===== src/rtl/dst_filt_pkg.sv =====
package dst_filt_pkg;

    localparam int unsigned CRC_W = 32;
    localparam logic [CRC_W-1:0] CRC_POLY_REFL = 32'hEDB8_8320;
    localparam logic [CRC_W-1:0] CRC_SEED      = 32'hFFFF_FFFF;

    typedef enum logic [1:0] {
        PH_IDLE,
        PH_CAPTURE,
        PH_EVAL,
        PH_HOLD
    } dst_phase_e;

endpackage


===== src/rtl/dst_crc_step.sv =====
// One byte of reflected CRC, unrolled over the data bits (LSB first).
module dst_crc_step
    import dst_filt_pkg::*;
#(
    parameter int unsigned DATA_W = 8,
    parameter logic [CRC_W-1:0] POLY = CRC_POLY_REFL
) (
    input  logic [CRC_W-1:0]  crc_in,
    input  logic [DATA_W-1:0] data_in,
    output logic [CRC_W-1:0]  crc_out
);

    logic [CRC_W-1:0] chain [0:DATA_W];

    assign chain[0] = crc_in;

    for (genvar g = 0; g < DATA_W; g++) begin : g_bit
        logic fb;
        assign fb = chain[g][0] ^ data_in[g];
        assign chain[g+1] = (chain[g] >> 1) ^ (fb ? POLY : '0);
    end

    assign crc_out = chain[DATA_W];

endmodule


===== src/rtl/dst_match_eval.sv =====
// Combinational match decisions on a fully captured address.
module dst_match_eval #(
    parameter int unsigned ADDR_BYTES = 6,
    parameter int unsigned HASH_BITS  = 6,
    localparam int unsigned ADDR_W    = ADDR_BYTES * 8,
    localparam int unsigned TABLE_W   = 1 << HASH_BITS
) (
    input  logic [ADDR_W-1:0]    addr,
    input  logic [ADDR_W-1:0]    stn_addr,
    input  logic [TABLE_W-1:0]   hash_table,
    input  logic [HASH_BITS-1:0] hash_idx,
    input  logic                 promisc,
    input  logic                 dis_station,
    output logic                 m_station,
    output logic                 m_bcast,
    output logic                 m_mcast,
    output logic                 m_accept
);

    logic group_bit;
    logic table_live;

    assign group_bit  = addr[0];
    assign table_live = |hash_table;

    always_comb begin
        m_station = !dis_station && (addr == stn_addr);
        m_bcast   = &addr;
        m_mcast   = group_bit && table_live && hash_table[hash_idx];
        m_accept  = promisc || m_station || m_bcast || m_mcast;
    end

endmodule


===== src/rtl/dst_addr_filter.sv =====
module dst_addr_filter
    import dst_filt_pkg::*;
#(
    parameter int unsigned ADDR_BYTES = 6,
    parameter int unsigned HASH_BITS  = 6,
    localparam int unsigned ADDR_W    = ADDR_BYTES * 8,
    localparam int unsigned TABLE_W   = 1 << HASH_BITS
) (
    input  logic               clk,
    input  logic               rst_n,
    input  logic               frame_start,
    input  logic               byte_valid,
    input  logic [7:0]         byte_data,
    input  logic [ADDR_W-1:0]  stn_addr,
    input  logic [TABLE_W-1:0] hash_table,
    input  logic               promisc,
    input  logic               dis_station,
    output logic               result_valid,
    output logic               accept,
    output logic               hit_station,
    output logic               hit_bcast,
    output logic               hit_mcast
);

    localparam int unsigned CNT_W = $clog2(ADDR_BYTES + 1);
    localparam logic [CNT_W-1:0] LAST_BYTE = CNT_W'(ADDR_BYTES - 1);

    typedef struct packed {
        dst_phase_e        phase;
        logic [CNT_W-1:0]  cnt;
        logic [ADDR_W-1:0] addr;
        logic [CRC_W-1:0]  crc;
        logic              valid;
        logic              acc;
        logic              st;
        logic              bc;
        logic              mc;
    } filt_state_t;

    filt_state_t s_q, s_d;

    logic [CRC_W-1:0] crc_next;
    logic m_station, m_bcast, m_mcast, m_accept;

    dst_crc_step #(
        .DATA_W (8),
        .POLY   (CRC_POLY_REFL)
    ) u_crc (
        .crc_in  (s_q.crc),
        .data_in (byte_data),
        .crc_out (crc_next)
    );

    dst_match_eval #(
        .ADDR_BYTES (ADDR_BYTES),
        .HASH_BITS  (HASH_BITS)
    ) u_match (
        .addr        (s_q.addr),
        .stn_addr    (stn_addr),
        .hash_table  (hash_table),
        .hash_idx    (s_q.crc[CRC_W-1 -: HASH_BITS]),
        .promisc     (promisc),
        .dis_station (dis_station),
        .m_station   (m_station),
        .m_bcast     (m_bcast),
        .m_mcast     (m_mcast),
        .m_accept    (m_accept)
    );

    always_comb begin
        s_d = s_q;
        unique case (s_q.phase)
            PH_CAPTURE: begin
                if (byte_valid) begin
                    for (int i = 0; i < ADDR_BYTES; i++) begin
                        if (s_q.cnt == CNT_W'(i)) begin
                            s_d.addr[i*8 +: 8] = byte_data;
                        end
                    end
                    s_d.crc = crc_next;
                    s_d.cnt = s_q.cnt + 1'b1;
                    if (s_q.cnt == LAST_BYTE) begin
                        s_d.phase = PH_EVAL;
                    end
                end
            end
            PH_EVAL: begin
                s_d.valid = 1'b1;
                s_d.acc   = m_accept;
                s_d.st    = m_station;
                s_d.bc    = m_bcast;
                s_d.mc    = m_mcast;
                s_d.phase = PH_HOLD;
            end
            default: ;
        endcase

        if (frame_start) begin
            s_d.phase = PH_CAPTURE;
            s_d.cnt   = '0;
            s_d.addr  = '0;
            s_d.crc   = CRC_SEED;
            s_d.valid = 1'b0;
            s_d.acc   = 1'b0;
            s_d.st    = 1'b0;
            s_d.bc    = 1'b0;
            s_d.mc    = 1'b0;
        end
    end

    always_ff @(posedge clk) begin
        if (!rst_n) begin
            s_q.phase <= PH_IDLE;
            s_q.cnt   <= '0;
            s_q.addr  <= '0;
            s_q.crc   <= CRC_SEED;
            s_q.valid <= 1'b0;
            s_q.acc   <= 1'b0;
            s_q.st    <= 1'b0;
            s_q.bc    <= 1'b0;
            s_q.mc    <= 1'b0;
        end else begin
            s_q <= s_d;
        end
    end

    assign result_valid = s_q.valid;
    assign accept       = s_q.acc;
    assign hit_station  = s_q.st;
    assign hit_bcast    = s_q.bc;
    assign hit_mcast    = s_q.mc;

endmodule


===== config.mk =====
export PLATFORM = sky130hd
export DESIGN_NAME = dst_addr_filter
export DESIGN_NICKNAME = d
export VERILOG_FILES = /design/src/rtl/dst_filt_pkg.sv /design/src/rtl/dst_crc_step.sv /design/src/rtl/dst_match_eval.sv /design/src/rtl/dst_addr_filter.sv
export SDC_FILE = /design/constraint.sdc
export NUM_CORES = 1
export LEC_CHECK = 0
export BUFFER_PORTS_ARGS = -buffer_cell sky130_fd_sc_hd__buf_2
export CAP_MARGIN = 0
export CORE_MARGIN = 2
export CORE_UTILIZATION = 45
export CTS_CLUSTER_DIAMETER = 150
export DETAILED_ROUTE_END_ITERATION = 8
export PLACE_DENSITY = 0.68
export SYNTH_ARGS = -nofsm -noshare
export SYNTH_HDL_FRONTEND = slang
export SYNTH_SLANG_ARGS = --single-unit

===== constraint.sdc =====
create_clock -name clk -period 3.6 [get_ports clk]
set_input_delay 0.72 -clock clk [delete_from_list [all_inputs] [get_ports clk]]
set_output_delay 0.72 -clock clk [all_outputs]
set_load 0.03 [all_outputs]

Word level (Yosys, flattened, before mapping)
Cells that the tools add are included.
Cells by class
  add/subtract/negate cells: 1
  order comparisons: 1
  equality and inequality tests: 12
  multiplexer cells: 22
  bitwise operators: 17
  reduce and logical (&&, ||, !) cells: 22
Operators by type and width (number)
  32-bit two-way mux: 8
  31-bit by 32-bit XOR with 32-bit output: 8
  89-bit two-way mux: 1
  85-bit two-way mux: 1
  83-bit two-way mux: 1
  64-bit OR reduction: 1
  48-bit == test: 1
  8-bit two-way mux: 6
  48-bit AND reduction: 1
  3-bit AND reduction: 8
  1-bit XOR: 8
  6-bit by 7-bit < comparator with 1-bit output (second input constant): 1
  1-bit binary-select mux with 6-bit select: 1
  3-bit by 2-bit == test with 1-bit output (second input constant): 2
  3-bit == test (second input constant): 2
  3-bit != test (second input constant): 2
  5-bit two-way mux: 1
  2-bit != test (second input constant): 2
  2-bit case mux with 2 select lines: 1
  3-bit by 1-bit adder with 3-bit output (second input constant): 1
  3-bit by 1-bit == test with 1-bit output (second input constant): 1
  1-bit logical AND: 3
  3-bit logical NOT: 1
  1-bit logical OR: 3
  10 further kinds: 10
Word-level totals
  register bits after elaboration: 90
  input port bits: 126
  output and inout bits: 5
  word-level logic and storage cells: 90

Logic depth before layout (Yosys ltp)
  depth in word-level cells: 27
  mapped depth: 8
  mapped depth without buffers: 6

Modules after synthesis
A second synthesis with hierarchy kept.
Second synthesis, totals
  cells, all modules: 586
  area total of the unflattened synthesis: 5716.7 um^2
Modules (own cells, without submodules)
  dst_addr_filter: instances 1, cells each 358, area an instance 3375.7 um^2, seq. area each 1801.7 um^2
  dst_match_eval: instances 1, cells each 161, area an instance 1363.8 um^2, seq. area each 0.0 um^2
  dst_crc_step: instances 1, cells each 67, area an instance 977.2 um^2, seq. area each 0.0 um^2

Worst setup path before layout
Ideal clock, no wire load.
  path type: in2reg
  start point: in byte_data[1]
  end point: reg s_q[24] (netlist name)
  setup time: 0.141 ns
  arrival time: 2.026 ns
  data required time: 3.459 ns
  slack: 1.432 ns
  stages: 7
  path buffers: 1
  path through: buf_2 xnor2_4 xnor2_1 xnor2_1 xor2_1 xnor2_1 o211ai_1
On the way
  longest elaborated chain between the ends: 11
Ends and longest elaborated chain
  from (decl): RTL line dst_addr_filter.sv:13  | input logic [7:0] byte_data,
  1-bit XOR: RTL line dst_crc_step.sv:19  | assign fb = chain[g][0] ^ data_in[g];
  32-bit two-way mux: RTL line dst_crc_step.sv:20  | assign chain[g+1] = (chain[g] >> 1) ^ (fb ? POLY : '0);
  31-bit by 32-bit XOR with 32-bit output (6 in a row): RTL line dst_crc_step.sv:20
  1-bit XOR: RTL line dst_crc_step.sv:19
  32-bit two-way mux: RTL line dst_crc_step.sv:20
  31-bit by 32-bit XOR with 32-bit output: RTL line dst_crc_step.sv:20
  to (decl): RTL line dst_addr_filter.sv:40  | filt_state_t s_q, s_d;
No other way between the ends.
A chain may end at the register's enable or synchronous reset.

Worst setup path in the final report
  start point: reg s_q[32] (netlist name)
  end point: reg s_q, in the netlist accept
On the way
  longest elaborated chain between the ends: 4
Ends and longest elaborated chain
  1-bit binary-select mux with 6-bit select: RTL line dst_match_eval.sv:29  | m_mcast = group_bit && table_live && hash_table[hash_idx];
  1-bit two-way mux (implied by the code): RTL line dst_match_eval.sv:29
  1-bit logical AND: RTL line dst_match_eval.sv:29
  1-bit logical OR: RTL line dst_match_eval.sv:30  | m_accept = promisc || m_station || m_bcast || m_mcast;
No other way between the ends. The select of a mux whose other input is x is not followed.

==> results.ini <==
[outcome]
status=finished clean

[floorplan]
die_h_um=113
core_area_um2=11600
rows=39
die_x_um=113
initial_utilization_pct=46.6
die-area_um2=12900
io_pins=131

[pwr]
intPower_mw=1.84
power_density_nw_per_um2=394
combPwrFrac_pct=18.6
p_total_mw=2.50
netSwitchingFraction_pct=26.4
cellLeakagePower_nw=2.66
sequentialPowerShare_pct=41.3
ir_drop_uv=273
clock_power_share_pct=40.1
switchingPower_mw=0.661

[clock_tree]
ctsResizeCount=0
cts_buffers=9
postCtsHoldBufs=0
htreeDepth=3
ctsRootBufferMaster=clkbuf_16
clock_path_buffers=2
clock_latency_ns=0.35
cts_tree=built
cts_num_sinks=90
clkTransAtPathRegs_ns=0.06
cts_setup_buffers=0

[global_routing]
grt_max_degree=66
antenna_found_initial=0
grt-ovfl-total=0
track_usage_pct=23.1
grt_pass1_vias=4543
grt_first_pass_wirelength_um=23300

[timing]
tns_ns=0
final-max-slew-violation-count=0
slew_headroom_pct=26.7
rsz0062_at_grt=false
period_share_pct=71.3
tightest_slew_ns=1.10
finalSetupViolations=0
fin_crit_ns=2.57
hold_viol_final=0
fin_worst_skew_ns=0.00649
max_freq_mhz=390
fin_hold_ws_ns=0.463

[final_layout]
num-nets-final=833
final_core_util_pct=54.8
insertedDiodeCount=0
fill_cells=1059
area_delta_synth_final_pct=17.8
fin_cells=849
layout-drive-gt1-share_pct=23.5

[setup_path]
endpoint_kind=flip-flop
crit_required_ns=3.83
path_max_fanout=16
critPathArrivalTime_ns=2.80
crit_path_start_kind=flip-flop
reg2regPathDepth=7
critical_path_class=reg2reg

[hold_path]
hold_depth=2
hp-class=reg2reg

[synth]
postSynthNetCount=730
synth-seq-cells=90
synth_seq_area_share_pct=33.5
ys_warn_count=0
ys_async_sr_fraction_pct=0
yosys.cell_types.count=51
syn_area_um2=5380
synth_edf_count=0
synth_ff_type=dfxtp_1
syn_area_per_cell_um2=8.99
synth_cells=599

[detailed_routing]
drt_wl_total_um=14600
drt-pass1-iter-count=5
vias=4759
drt-vias-per-instance=5.61
drc_errors=0
wl_per_cell_um=17.2
drtAntennaViolNets=0
drt-initial-drc-count=413

[placement]
numPlacedInstances=834
gp_congestion=0.945
hpwl_um=11200
portBuffers=130

[job]
cap_violations=0

[sequential cells by signal, indices dropped and copies added, names as in the netlist]
| signal | count |
|---|---|
| hit_bcast | 1 |
| hit_mcast | 1 |
| hit_station | 1 |
| result_valid | 1 |
| s_q | 85 |
| accept | 1 |
[logic make-up after synthesis]
logic type,count (synthesis),synth area share [%]
compound gates,94,11.3
xor+xnor,118,21.4
fa+ha+maj,5,1.16
buf+inv,45,4.35
flops,90,33.5
mux,25,8.25
simple gates,222,20.1
[area by class of cell]
cell class	count	area [um^2]	share of cell area [%]
timing repair buffer	134	681	10.7
multi-input combinational	464	3350	52.9
clock buffer	9	225	3.55
tap	143	179	2.82
clock inverter	6	90.1	1.42
inverter	3	11.3	0.178
sequential	90	1800	28.4
[routing by layer]
metal / GRT usage (%) / wire length [um]
met1: 30.0 / 6280
met2: 38.1 / 6730
met3: 4.99 / 1300
met4: 8.13 / 278
met5: 0 / 0
[synth_stat cells, types with 4 or more instances]
master | number | area (um^2)
nand4_1 | 20 | 125
nor4_1 | 30 | 188
a21oi_1 | 44 | 220
xnor2_2 | 5 | 81.3
clkbuf_1 | 21 | 78.8
nand2_1 | 98 | 368
dfxtp_1 | 90 | 1800
a22oi_1 | 4 | 30.0
o211ai_1 | 33 | 248
mux4_1 | 11 | 289
buf_1 | 4 | 15.0
xor2_1 | 65 | 569
buf_2 | 11 | 55.1
mux2i_1 | 11 | 110
xnor2_1 | 43 | 377
nor2b_1 | 7 | 43.8
nand3_1 | 29 | 145
a211oi_1 | 5 | 37.5
nor2_1 | 19 | 71.3
ha_1 | 5 | 62.6
[through the flow]
step	setup slack (ns)	cell area [um^2]
2_1_floorplan	1.43	5380
3_3_place_gp	1.05	6030
3_5_place_dp	1.02	6030
4_1_cts	1.01	6340
5_1_grt	0.748	6340
6_report	1.03	6340
[power by group through the flow]
stage | Sequential [mW] | Clock, mW | Combinational (mW)
after floorplan | 1.04 | 0 | 0.331
after global placement | 1.05 | 0 | 0.455
after detailed placement | 1.05 | 0 | 0.462
after CTS | 1.03 | 1.02 | 0.466
after global routing | 1.03 | 1.06 | 0.509
final | 1.03 | 1.00 | 0.465
[worst max-delay path: stages, from the launching register on]
cell       delay (ns)
dfxtp_1          0.84
buf_4            0.30
nor2b_1          0.06
a2111oi_0        0.47
nor4b_1          0.11
a2111oi_0        0.40
or3_1            0.20
o21ai_1          0.07
[cell usage in the layout (no fill, tap or decap), types with 5 or more instances in the layout]
cell,n
a211oi_1,5
a21oi_1,44
buf_2,130
clkbuf_16,9
dfxtp_1,90
ha_1,5
mux2i_1,11
mux4_1,11
nand2_1,98
nand3_1,29
nand4_1,20
nor2_1,19
nor2b_1,6
nor4_1,30
o211ai_1,33
xnor2_1,43
xnor2_2,5
xor2_1,65
[worst paths after layout]
kind | from | endpoint | slack [ns]
worst max-delay path | s_q[32] | accept | 1.03
worst min register to register | hit_station | hit_station | 0.46
worst max register to register | s_q[32] | accept | 1.03
worst min-delay path | hit_station | hit_station | 0.46
Power figures use the tool's default switching activity.
